<file path="src/rtl/seqcmd_pkg.sv">
`timescale 1ns/1ps
package seqcmd_pkg;
   localparam int SIG_W      = 14;
   localparam int NUM_PREFIX = 5;
   localparam int STEP_W     = 3;
   localparam int STEP_SPAN  = 1 << STEP_W;

   localparam logic [SIG_W-1:0] CODE_STORE  = 14'h0FC0;
   localparam logic [SIG_W-1:0] CODE_RECALL = 14'h0C63;
   localparam logic [SIG_W-1:0] CODE_TEST   = 14'h339C;

   typedef enum logic [1:0] {
      CMD_NONE   = 2'd0,
      CMD_STORE  = 2'd1,
      CMD_RECALL = 2'd2,
      CMD_TEST   = 2'd3
   } seq_cmd_e;

   function automatic logic [SIG_W-1:0] prefix_code(input int idx);
      case (idx)
         0:       return 14'h0E38;
         1:       return 14'h31C7;
         2:       return 14'h03E0;
         3:       return 14'h3C1F;
         default: return 14'h303F;
      endcase
   endfunction
endpackage

</file>
<file path="src/rtl/seqcmd_match.sv">
`timescale 1ns/1ps
module seqcmd_match
   import seqcmd_pkg::*;
#(
   parameter int ADDR_W = 15
) (
   input  logic [ADDR_W-1:0]     addr,
   output logic [NUM_PREFIX-1:0] prefix_hit,
   output seq_cmd_e              last_cmd
);
   logic [SIG_W-1:0] low_addr;
   assign low_addr = addr[SIG_W-1:0];

   for (genvar g = 0; g < NUM_PREFIX; g++) begin : g_prefix
      assign prefix_hit[g] = (low_addr == prefix_code(g));
   end

   always_comb begin
      if (low_addr == CODE_STORE)       last_cmd = CMD_STORE;
      else if (low_addr == CODE_RECALL) last_cmd = CMD_RECALL;
      else if (low_addr == CODE_TEST)   last_cmd = CMD_TEST;
      else                              last_cmd = CMD_NONE;
   end

   always_comb begin
      a_r10_hit_onehot: assert ($onehot0(prefix_hit));
   end
endmodule

</file>
<file path="src/rtl/seqcmd_tracker.sv">
`timescale 1ns/1ps
module seqcmd_tracker
   import seqcmd_pkg::*;
#(
   parameter bit STEP_ONEHOT = 1'b0
) (
   input  logic                  clk,
   input  logic                  rst_n,
   input  logic                  acc_valid,
   input  logic                  acc_write,
   input  logic                  busy,
   input  logic [NUM_PREFIX-1:0] prefix_hit,
   input  seq_cmd_e              last_cmd,
   output logic [STEP_W-1:0]     step,
   output logic                  fire_store,
   output logic                  fire_recall
);
   localparam logic [STEP_W-1:0] LAST_STEP = STEP_W'(NUM_PREFIX);

   logic [STEP_SPAN-1:0] expect_vec;
   logic                 expect_hit;
   logic                 at_final;
   logic                 take_read;
   logic [STEP_W-1:0]    step_nxt;

   assign expect_vec = {{(STEP_SPAN-NUM_PREFIX){1'b0}}, prefix_hit};
   assign expect_hit = expect_vec[step];
   assign at_final   = (step == LAST_STEP);
   assign take_read  = acc_valid && !busy && !acc_write;

   always_comb begin
      if (busy)                  step_nxt = '0;
      else if (!acc_valid)       step_nxt = step;
      else if (acc_write)        step_nxt = '0;
      else if (expect_hit)       step_nxt = step + STEP_W'(1);
      else if (prefix_hit[0])    step_nxt = STEP_W'(1);
      else                       step_nxt = '0;
   end

   assign fire_store  = take_read && at_final && (last_cmd == CMD_STORE);
   assign fire_recall = take_read && at_final && (last_cmd == CMD_RECALL);

   if (STEP_ONEHOT) begin : g_onehot
      logic [NUM_PREFIX:0] oh_q;
      always_ff @(posedge clk or negedge rst_n) begin
         if (!rst_n) oh_q <= (NUM_PREFIX+1)'(1);
         else        oh_q <= (NUM_PREFIX+1)'(1) << step_nxt;
      end
      always_comb begin
         step = '0;
         for (int i = 0; i <= NUM_PREFIX; i++)
            if (oh_q[i]) step = STEP_W'(i);
      end
   end else begin : g_binary
      logic [STEP_W-1:0] bin_q;
      always_ff @(posedge clk or negedge rst_n) begin
         if (!rst_n) bin_q <= '0;
         else        bin_q <= step_nxt;
      end
      assign step = bin_q;
   end

   a_r12_step_range: assert property (@(posedge clk) disable iff (!rst_n)
      step <= LAST_STEP);
   a_r5_write_abort: assert property (@(posedge clk) disable iff (!rst_n)
      (acc_valid && acc_write) |=> (step == '0));
   a_r8_busy_idle: assert property (@(posedge clk) disable iff (!rst_n)
      busy |=> (step == '0));
   a_r11_gap_hold: assert property (@(posedge clk) disable iff (!rst_n)
      (!acc_valid && !busy) |=> $stable(step));
   a_r7_restart: assert property (@(posedge clk) disable iff (!rst_n)
      (take_read && prefix_hit[0]) |=> (step == STEP_W'(1)));
endmodule

</file>
<file path="src/rtl/seqcmd_pulse.sv">
`timescale 1ns/1ps
module seqcmd_pulse (
   input  logic clk,
   input  logic rst_n,
   input  logic fire_store,
   input  logic fire_recall,
   output logic store_req,
   output logic recall_req
);
   always_ff @(posedge clk or negedge rst_n) begin
      if (!rst_n) begin
         store_req  <= 1'b0;
         recall_req <= 1'b0;
      end else begin
         store_req  <= fire_store;
         recall_req <= fire_recall && !fire_store;
      end
   end

   a_r10_exclusive: assert property (@(posedge clk) disable iff (!rst_n)
      !(store_req && recall_req));
   a_r10_store_single: assert property (@(posedge clk) disable iff (!rst_n)
      store_req |=> !store_req);
   a_r10_recall_single: assert property (@(posedge clk) disable iff (!rst_n)
      recall_req |=> !recall_req);
endmodule

</file>
<file path="src/rtl/seqcmd_detect.sv">
`timescale 1ns/1ps
module seqcmd_detect
   import seqcmd_pkg::*;
#(
   parameter int ADDR_W      = 15,
   parameter bit STEP_ONEHOT = 1'b0
) (
   input  logic              clk,
   input  logic              rst_n,
   input  logic              acc_valid,
   input  logic [ADDR_W-1:0] acc_addr,
   input  logic              acc_write,
   input  logic              busy,
   output logic              store_req,
   output logic              recall_req,
   output logic [2:0]        match_step
);
   if (ADDR_W < SIG_W) begin : g_bad_width
      $error("seqcmd_detect: ADDR_W must cover the compared address bits");
   end

   logic [NUM_PREFIX-1:0] prefix_hit;
   seq_cmd_e              last_cmd;
   logic [STEP_W-1:0]     step;
   logic                  fire_store;
   logic                  fire_recall;

   seqcmd_match #(.ADDR_W(ADDR_W)) u_match (
      .addr       (acc_addr),
      .prefix_hit (prefix_hit),
      .last_cmd   (last_cmd)
   );

   seqcmd_tracker #(.STEP_ONEHOT(STEP_ONEHOT)) u_tracker (
      .clk         (clk),
      .rst_n       (rst_n),
      .acc_valid   (acc_valid),
      .acc_write   (acc_write),
      .busy        (busy),
      .prefix_hit  (prefix_hit),
      .last_cmd    (last_cmd),
      .step        (step),
      .fire_store  (fire_store),
      .fire_recall (fire_recall)
   );

   seqcmd_pulse u_pulse (
      .clk         (clk),
      .rst_n       (rst_n),
      .fire_store  (fire_store),
      .fire_recall (fire_recall),
      .store_req   (store_req),
      .recall_req  (recall_req)
   );

   assign match_step = step;

   a_r2_store_after_prefix: assert property (@(posedge clk) disable iff (!rst_n)
      store_req |-> ($past(match_step) == 3'd5 && match_step == 3'd0));
   a_r3_recall_after_prefix: assert property (@(posedge clk) disable iff (!rst_n)
      recall_req |-> ($past(match_step) == 3'd5 && match_step == 3'd0));
   a_r8_busy_no_cmd: assert property (@(posedge clk) disable iff (!rst_n)
      busy |=> (!store_req && !recall_req));
endmodule

</file>
<file path="config.mk">
export PLATFORM = sky130hd
export DESIGN_NAME = seqcmd_detect
export DESIGN_NICKNAME = d
export VERILOG_FILES = /design/src/rtl/seqcmd_pkg.sv /design/src/rtl/seqcmd_match.sv /design/src/rtl/seqcmd_tracker.sv /design/src/rtl/seqcmd_pulse.sv /design/src/rtl/seqcmd_detect.sv
export SDC_FILE = /design/constraint.sdc
export NUM_CORES = 1
export LEC_CHECK = 0
export BUFFER_PORTS_ARGS = -buffer_cell sky130_fd_sc_hd__buf_2
export CAP_MARGIN = 20
export CORE_AREA = 2 2 39 41
export CTS_CLUSTER_DIAMETER = 200
export DETAILED_ROUTE_END_ITERATION = 10
export DIE_AREA = 0 0 41 43
export PLACE_DENSITY_LB_ADDON = 0.1
export SLEW_MARGIN = 10
export SYNTH_ARGS = -nofsm -noshare
export SYNTH_HDL_FRONTEND = slang
export SYNTH_SLANG_ARGS = --single-unit
</file>
<file path="constraint.sdc">
create_clock -name clk -period 3.5 [get_ports clk]
set_input_delay 0.7 -clock clk [delete_from_list [all_inputs] [get_ports clk]]
set_output_delay 0.7 -clock clk [all_outputs]
set_load 0.05 [all_outputs]
</file>
==> results of run 1 <==
area by class of cell:
cell class	instances	area, um^2
Clock buffer	4	26.28
Multi-Input combinational cell	49	352.8
Timing Repair Buffer	23	115.1
Inverter	5	18.77
Tap cell	16	20.02
Fill cell	151	725.7
Sequential cell	5	125.1
sequential cells by signal, summed over array words and instances, names as in the netlist:
register / flops
u_pulse.recall_req: 1
u_pulse.store_req: 1
u_tracker.step: 3
synthesized netlist by cell type (all sizes together):
library cell / count
a31oi: 2
or4: 2
nand2b: 2
or2: 2
a32o: 1
or3: 3
or4b: 2
nor3: 3
o41ai: 1
or4bb: 2
o31ai: 1
nor4: 6
nor4b: 1
nand4: 1
a221oi: 1
inv: 5
nand4b: 3
nand3b: 2
nand3: 1
nand2: 3
o21a: 1
ha: 2
nor2: 5
dfrtp: 5
o21ai: 2
cells by family (layout without fill, tap and decap cells):
| group | after synthesis | after routing | share of synthesized area |
|---|---|---|---|
| fa+ha+maj | 2 | 2 | 0.05037 |
| compound gates | 9 | 9 | 0.1411 |
| simple gates | 38 | 38 | 0.5189 |
| buf+inv | 5 | 32 | 0.03779 |
| flops | 5 | 5 | 0.2519 |
cells in the final DEF, fill, tap and decap left out, drive strengths merged:
cell and n:
o31ai 1, a221oi 1, o21ai 2, or4 2, inv 5, o21a 1, ha 2, or3 3
or4b 2, nand4b 3, o41ai 1, clkbuf 4, nor3 3, nand2 3, nor4 6, nand3b 2
nand4 1, buf 23, dfrtp 5, nor4b 1, nand3 1, a31oi 2, a32o 1, or2 2
nand2b 2, nor2 5, or4bb 2
worst min-delay path by stage:
| stage | from | end | depth (start not counted) |
|---|---|---|---|
| final | rst_n | u_tracker.step[1]$_DFFE_PN0P_ | 1 |
| after global routing | rst_n | u_tracker.step[1]$_DFFE_PN0P_ | 1 |
| after CTS | rst_n | u_tracker.step[1]$_DFFE_PN0P_ | 1 |
| after detailed placement | rst_n | u_pulse.store_req$_DFF_PN0_ | 1 |
| after global placement | rst_n | u_pulse.store_req$_DFF_PN0_ | 1 |
| after floorplan | rst_n | u_pulse.recall_req$_DFF_PN0_ | 0 |
metrics by stage:
step | cell area (um^2) | hold WS, ns | worst slack (ns)
global route | 658.1 | 0.2664 | 1.251
global placement | 631.9 | 0.5162 | 1.171
floorplan | 496.7 | 0.4044 | 1.404
detailed placement | 631.9 | 0.5168 | 1.185
CTS | 658.1 | 0.2576 | 1.442
finish | 658.1 | 0.2662 | 1.420
worst max-delay path: stages:
cell and delay, ns:
buf_2 0.12, or4b_1 0.55, o41ai_1 0.41, a31oi_1 0.13
nor3_1 0.20, o21a_1 0.14
where the power goes:
part,switching (W),internal (W)
sequential,0.00000113,0.0000585
combinational,0.0000182,0.0000146
clock,0.0000209,0.0000429
total,0.0000402,0.000116
routing by layer:
layer | GRT usage | up-vias | share of wire
li1 | - | 287 | -
met1 | 0.2532 | 261 | 0.46
met2 | 0.2688 | 21 | 0.49
met3 | 0.02094 | 0 | 0.053
met4 | 0.09333 | 0 | 0
met5 | 0 | - | 0
==> flow_metrics.env, run 1 <==
export IMPL_yosys_warnings=0
export IMPL_r2r_cells=5
export IMPL_worstSetupStartpoint="acc_addr[4]"
export IMPL_setup_worst_path_class="in -> reg"
export IMPL_antenna_found_initial=0
export IMPL_drc_errors=0
export IMPL_grt_pass1_wl_um=2325
export IMPL_detail_route_antenna_nets=0
export IMPL_drive_gt1_frac=0.3488
export IMPL_synth_top_cell_area_share=0.2519
export IMPL_placed_cells=98
export IMPL_clock_latency_ns=0.24
export IMPL_critPathCaptureType="flip-flop"
export IMPL_rows=14
export IMPL_fin_cells=102
export IMPL_period_needed_ns=2.080
export IMPL_drv_slew=0
export IMPL_core_mm2=0.001384
export IMPL_dp_hpwl_um=1124
export IMPL_syn_area_um2=496.7
export IMPL_fin_crit_sh=0.5943
export IMPL_dieWidth_um=41
export IMPL_worstPathRequired_ns=3.67
export IMPL_drt_iter0_markers=15
export IMPL_relSlewSlack=0.7700
export IMPL_portBuffers=23
export IMPL_io_pins=25
export IMPL_root_buffer="clkbuf_4"
export IMPL_start_util=0.3590
export IMPL_grt_max_degree=9
export IMPL_wirelength_um=1341
export IMPL_leakage_nw=0.2853
export IMPL_dr_pass1_iters=4
export IMPL_via_count=569
export IMPL_antenna_cells=0
export IMPL_area_growth_pct=32.49
export IMPL_ys_seq_elements=5
export IMPL_finalSetupTns_ns=0
export IMPL_place_congestion=0.7541
export IMPL_hold_violations=0
export IMPL_finalSetupViolations=0
export IMPL_cp_arrival_ns=2.25
export IMPL_vias_per_cell=5.578
export IMPL_post_cts_buffers=0
export IMPL_die_y_um=43
export IMPL_cts_sinks=5
export IMPL_cts_buffers=3
export IMPL_max_freq_mhz=480.8
export IMPL_synth_area_leaders="dfrtp_1 25%, nor4_1 6.3%, nand4b_1 5.3%"
export IMPL_tightest_slew_ns=0.3450
export IMPL_fp_dieArea_mm2=0.001763
export IMPL_timing_rr_end="u_tracker.step[2]$_DFFE_PN0P_"
export IMPL_total_power_w=0.0001563
export IMPL_crit_fanout=4
export IMPL_syn_nets=81
export IMPL_r2r_setup_slack_ns=1.60
export IMPL_cts_tree="done"
export IMPL_status="finished, final reports clean"
export IMPL_ctsHoldBuffers=0
export IMPL_cp_start_kind="input port"
export IMPL_grtUsageTotal=0.1838
export IMPL_hold_path_class="in -> async"
export IMPL_grt_pass1_vias=536
export IMPL_wire_per_inst_um=13.15
export IMPL_syn_area_per_cell_um2=8.419
export IMPL_clockBufferDepth=2
export IMPL_synth_top_cell_by_area="dfrtp_1"
export IMPL_max_cap_viol_count=0
export IMPL_ctsResizeCount=0
export IMPL_nets=109
export IMPL_ir_worst_vdd_mv=0.08380
export IMPL_rsz0062_at_grt="no"
export IMPL_utilization=0.4756
export IMPL_grt_overflow=0
export IMPL_ys_types=28
export IMPL_fin_worst_skew_ns=0.001625
export IMPL_synth_cells=59
export IMPL_path_clk_slew_ns=0.04
export IMPL_ys_seq_area_frac=0.2519
export IMPL_h_tree_depth=1
export IMPL_power_density_mw_per_mm2=237.5
export IMPL_crit_end="u_tracker.step[0]$_DFFE_PN0P_"
export IMPL_r2r_start="u_tracker.step[0]$_DFFE_PN0P_"
No activity file was read; power rests on OpenSTA's default activity.
==> run 2: changes to the inputs <==
==> constraint.sdc (replaced) <==
create_clock -name clk -period 2.01 [get_ports clk]
set_input_delay 0.402 -clock clk [delete_from_list [all_inputs] [get_ports clk]]
set_output_delay 0.402 -clock clk [all_outputs]
set_load 0.05 [all_outputs]
==> run 2 against run 1 <==
Effect of this change:
- via count is 2.8% higher
- clock power up 77%
- critical path depth stayed put
- register-to-register slack lost 1.4 ns
- clock-buffer cell count unchanged
- highest routed layer unchanged
- largest cell class unchanged
- sequential share of layout area fell by 1.1 points
- clock skew hardly changed
- final area rose by 6.1%
- flip-flop and latch count is the same
- final cell count increased by 4.9%
- sequential power rose by 71%
==> flow_metrics.env, run 2 (synthesis results as in run 1) <==
export IMPL_status="finished, final reports clean"
export IMPL_area_growth_pct=40.55
export IMPL_worstPathRequired_ns=2.19
export IMPL_grtUsageTotal=0.1830
export IMPL_mostFrequentLayoutCell="buf_2"
export IMPL_cts_buffers=3
export IMPL_fin_crit_sh=0.8919
export IMPL_rows=14
export IMPL_hold_path_class="in -> reg"
export IMPL_critPathCaptureType="flip-flop"
export IMPL_drc_errors=0
export IMPL_total_power_w=0.0002798
export IMPL_r2r_cells=5
export IMPL_ctsResizeCount=0
export IMPL_r2r_setup_slack_ns=0.24
export IMPL_clock_latency_ns=0.23
export IMPL_place_congestion=0.7971
export IMPL_ir_worst_vdd_mv=0.1404
export IMPL_max_cap_viol_count=0
export IMPL_power_density_mw_per_mm2=400.7
export IMPL_utilization=0.5045
export IMPL_leakage_nw=0.3095
export IMPL_finalSetupTns_ns=0
export IMPL_crit_fanout=2
export IMPL_largest_register_ffs=3
export IMPL_grt_overflow=0
export IMPL_reg_largest_list="u_tracker.step x3, u_pulse.recall_req x1, u_pulse.store_req x1"
export IMPL_via_count=585
export IMPL_top_register="u_tracker.step"
export IMPL_period_needed_ns=1.793
export IMPL_final_cell_mix="23 x buf_2, 5 x inv_1, 5 x nor4_1, 5 x nor2_1, 5 x dfrtp_1"
export IMPL_placed_cells=102
export IMPL_detail_route_antenna_nets=0
export IMPL_holdPathStages=3
export IMPL_rsz0062_at_grt="no"
export IMPL_drv_slew=0
export IMPL_grt_max_degree=8
export IMPL_io_pins=25
export IMPL_h_tree_depth=1
export IMPL_ctsHoldBuffers=1
export IMPL_hold_start="acc_addr[9]"
export IMPL_clockBufferDepth=2
export IMPL_root_buffer="clkbuf_4"
export IMPL_vias_per_cell=5.467
export IMPL_wirelength_um=1364
export IMPL_cts_sinks=5
export IMPL_grt_pass1_wl_um=2263
export IMPL_cp_arrival_ns=1.97
export IMPL_max_freq_mhz=557.8
export IMPL_start_util=0.3590
export IMPL_finalSetupViolations=0
export IMPL_cp_start_kind="input port"
export IMPL_dp_hpwl_um=1132
export IMPL_worstSetupStartpoint="acc_addr[2]"
export IMPL_fin_cells=107
export IMPL_whs_endpoint="u_pulse.store_req$_DFF_PN0_"
export IMPL_setup_worst_path_class="in -> reg"
export IMPL_wire_per_inst_um=12.75
export IMPL_drive_gt1_frac=0.3736
export IMPL_r2r_start="u_tracker.step[0]$_DFFE_PN0P_"
export IMPL_path_clk_slew_ns=0.04
export IMPL_post_cts_buffers=0
export IMPL_tightest_slew_ns=0.3492
export IMPL_dieWidth_um=41
export IMPL_grt_pass1_vias=538
export IMPL_fin_worst_skew_ns=0.001169
export IMPL_layout_setup_ws_ns=0.2173
export IMPL_die_y_um=43
export IMPL_cts_tree="done"
export IMPL_portBuffers=23
export IMPL_timing_rr_end="u_tracker.step[2]$_DFFE_PN0P_"
export IMPL_hold_violations=0
export IMPL_nets=114
export IMPL_antenna_cells=0
export IMPL_drt_iter0_markers=8
export IMPL_dr_pass1_iters=4
export IMPL_pre_cts_slack_ns=0.02591
export IMPL_core_mm2=0.001384
export IMPL_fp_dieArea_mm2=0.001763
export IMPL_relSlewSlack=0.7672
export IMPL_antenna_found_initial=0
run 2: cell type report:
cell class	count	area, um^2
clock buffers	4	26.28
inverters	5	18.77
fillers	149	685.7
flip-flops and latches	5	125.1
well taps	16	20.02
repair buffers	28	155.1
multi-input cells	49	352.8
run 2: through the flow:
step,hold slack [ns],cell area (um^2)
finish,0.3954,698.2
global route,0.4123,698.2
CTS,0.3910,698.2
detailed placement,0.2210,661.9
global placement,0.2181,661.9
floorplan,0.1064,496.7
run 2: routing by layer:
metal,GRT usage,vias to the layer above,share of wire
li1,-,299,-
met1,0.2571,269,0.47
met2,0.2625,17,0.47
met3,0.03141,0,0.056
met4,0.08000,0,0
met5,0,-,0
run 2: worst max-delay path by stage:
stage	end	cells past startpoint
3_5_place_dp	u_tracker.step[1]$_DFFE_PN0P_	6
5_1_grt	u_tracker.step[1]$_DFFE_PN0P_	6
2_1_floorplan	u_tracker.step[2]$_DFFE_PN0P_	5
4_1_cts	u_tracker.step[2]$_DFFE_PN0P_	5
3_3_place_gp	u_tracker.step[2]$_DFFE_PN0P_	6
6_report	u_tracker.step[1]$_DFFE_PN0P_	6
run 2: where the power goes:
group          switching, W  internal [W]   total, W
combinational     0.0000345     0.0000302  0.0000647
sequential      0.000000581      0.000102   0.000102
clock             0.0000378     0.0000748   0.000113
run 2: worst max-delay path, stage by stage:
cell and delay (ns):
buf_2 0.10, or4b_1 0.58, nor4_2 0.34, a221oi_1 0.16
nor4_1 0.24, or3_1 0.14
==> run 3: changes to the inputs <==
==> constraint.sdc (replaced) <==
create_clock -name clk -period 2.18 [get_ports clk]
set_input_delay 0.436 -clock clk [delete_from_list [all_inputs] [get_ports clk]]
set_output_delay 0.436 -clock clk [all_outputs]
set_load 0.05 [all_outputs]
==> run 3 against run 2 <==
Effect of this change:
- combinational power fell by 13%
- global-route usage fell by 1.5 points
- power fell by 9.1%
- clock skew barely moved
- sequential share of layout area rose by 0.60 points
- register-to-register slack improved by 0.15 ns
- final cell count fell by 2.8%
- wire length fell by 3.4%
- utilization fell by 1.6 points
==> flow_metrics.env, run 3 (synthesis results as in run 1) <==
export IMPL_status="finished, final reports clean"
export IMPL_ir_worst_vdd_mv=0.1278
export IMPL_rsz0062_at_grt="no"
export IMPL_worstPathRequired_ns=2.35
export IMPL_post_cts_buffers=0
export IMPL_cts_buffers=3
export IMPL_start_util=0.3590
export IMPL_detail_route_antenna_nets=0
export IMPL_fin_crit_sh=0.8359
export IMPL_ctsHoldBuffers=1
export IMPL_layout_setup_ws_ns=0.3577
export IMPL_grt_overflow=0
export IMPL_drt_iter0_markers=1
export IMPL_max_cap_viol_count=0
export IMPL_finalSetupViolations=0
export IMPL_hold_violations=0
export IMPL_portBuffers=23
export IMPL_busiest_layer="met2"
export IMPL_dieWidth_um=41
export IMPL_nets=111
export IMPL_vias_per_cell=5.548
export IMPL_core_mm2=0.001384
export IMPL_fp_dieArea_mm2=0.001763
export IMPL_fillers=155
export IMPL_mostFrequentLayoutCell="buf_2"
export IMPL_grtUsageTotal=0.1678
export IMPL_setup_worst_path_class="in -> reg"
export IMPL_multiInputGateArea_um2=352.8
export IMPL_cts_sinks=5
export IMPL_fin_worst_skew_ns=0.0008982
export IMPL_grt_max_degree=8
export IMPL_reg_largest_list="u_tracker.step x3, u_pulse.recall_req x1, u_pulse.store_req x1"
export IMPL_path_clk_slew_ns=0.04
export IMPL_grt_pass1_vias=531
export IMPL_power_density_mw_per_mm2=376.5
export IMPL_clock_latency_ns=0.24
export IMPL_cp_start_kind="input port"
export IMPL_use_met2=0.2594
export IMPL_place_congestion=0.7575
export IMPL_dp_hpwl_um=1075
export IMPL_rows=14
export IMPL_pre_cts_slack_ns=0.1310
export IMPL_cts_tree="done"
export IMPL_die_y_um=43
export IMPL_antenna_found_initial=0
export IMPL_antenna_cells=0
export IMPL_leakage_nw=0.2948
export IMPL_wire_per_inst_um=12.67
export IMPL_drive_gt1_frac=0.3523
export IMPL_io_pins=25
export IMPL_via_count=577
export IMPL_max_freq_mhz=548.8
export IMPL_met1_usage=0.2215
export IMPL_wirelength_um=1318
export IMPL_drv_slew=0
export IMPL_grtUsageMet3=0
export IMPL_clockBufferDepth=2
export IMPL_critPathCaptureType="flip-flop"
export IMPL_area_growth_pct=36.02
export IMPL_period_needed_ns=1.822
export IMPL_ctsResizeCount=0
export IMPL_grt_pass1_wl_um=2097
export IMPL_layout_area_seq_um2=125.1
export IMPL_largest_register_ffs=3
export IMPL_relSlewSlack=0.7679
export IMPL_tightest_slew_ns=0.3482
export IMPL_h_tree_depth=1
export IMPL_dr_pass1_iters=4
export IMPL_drc_errors=0
export IMPL_cp_arrival_ns=2.00
export IMPL_root_buffer="clkbuf_4"
export IMPL_final_cell_mix="23 x buf_2, 5 x inv_1, 5 x nor4_1, 5 x nor2_1, 5 x dfrtp_1"
export IMPL_top_register="u_tracker.step"
export IMPL_crit_fanout=4
export IMPL_hold_path_class="in -> reg"
export IMPL_finalSetupTns_ns=0
-- run 3: cell count changes in the layout (fill, tap and decap cells not counted), sizes merged --
cell and delta:
buf -3
-- run 3: stage by stage --
stage | instance area (um^2) | total power [W] | hold slack, ns | cells | util
after floorplan | 496.7 | 0.0001179 | 0.1404 | 59 | -
after global placement | 639.4 | 0.0001500 | 0.2523 | 99 | 0.4620
after detailed placement | 639.4 | 0.0001507 | 0.2534 | 99 | 0.4620
after CTS | 675.6 | 0.0002599 | 0.4237 | 104 | 0.4882
after global routing | 675.6 | 0.0002693 | 0.4523 | 104 | 0.4882
final | 675.6 | 0.0002544 | 0.4286 | 104 | 0.4882
-- run 3: path summary, 6_finish.rpt --
check | startpoint | end | slack (ns) | cells past startpoint
worst min-delay path | acc_addr[9] | u_pulse.store_req$_DFF_PN0_ | 0.43 | 3
max in group asynchronous | rst_n | u_tracker.step[2]$_DFFE_PN0P_ | 1.50 | 2
worst min register to register | u_tracker.step[2]$_DFFE_PN0P_ | u_pulse.store_req$_DFF_PN0_ | 0.69 | 2
worst max register to register | u_tracker.step[0]$_DFFE_PN0P_ | u_tracker.step[2]$_DFFE_PN0P_ | 0.39 | 5
worst max-delay path | acc_addr[2] | u_tracker.step[1]$_DFFE_PN0P_ | 0.36 | 6
min in group asynchronous | rst_n | u_pulse.store_req$_DFF_PN0_ | 0.55 | 2
-- run 3: layout make-up --
cell class,instances,share of cell area
inverters,5,0.02778
clock buffers,4,0.03889
repair buffers,25,0.1963
well taps,16,0.02963
multi-input cells,49,0.5222
flip-flops and latches,5,0.1852
-- run 3: power breakdown --
part / switching [W] / internal [W] / total [W]
combinational: 0.0000308 / 0.0000256 / 0.0000564
clock: 0.0000344 / 0.0000690 / 0.000103
sequential: 0.000000567 / 0.0000940 / 0.0000945
-- run 3: per-layer routing --
metal  vias to the layer above  routed length, um
li1                        294                  -
met1                       268                638
met2                        15                619
met3                         0                 60
met4                         0                  0
met5                         -                  0
-- run 3: critical path: stages --
cell	delay, ns
buf_2	0.12
or4b_1	0.56
nor4_2	0.34
a221oi_1	0.16
nor4_1	0.24
or3_1	0.14
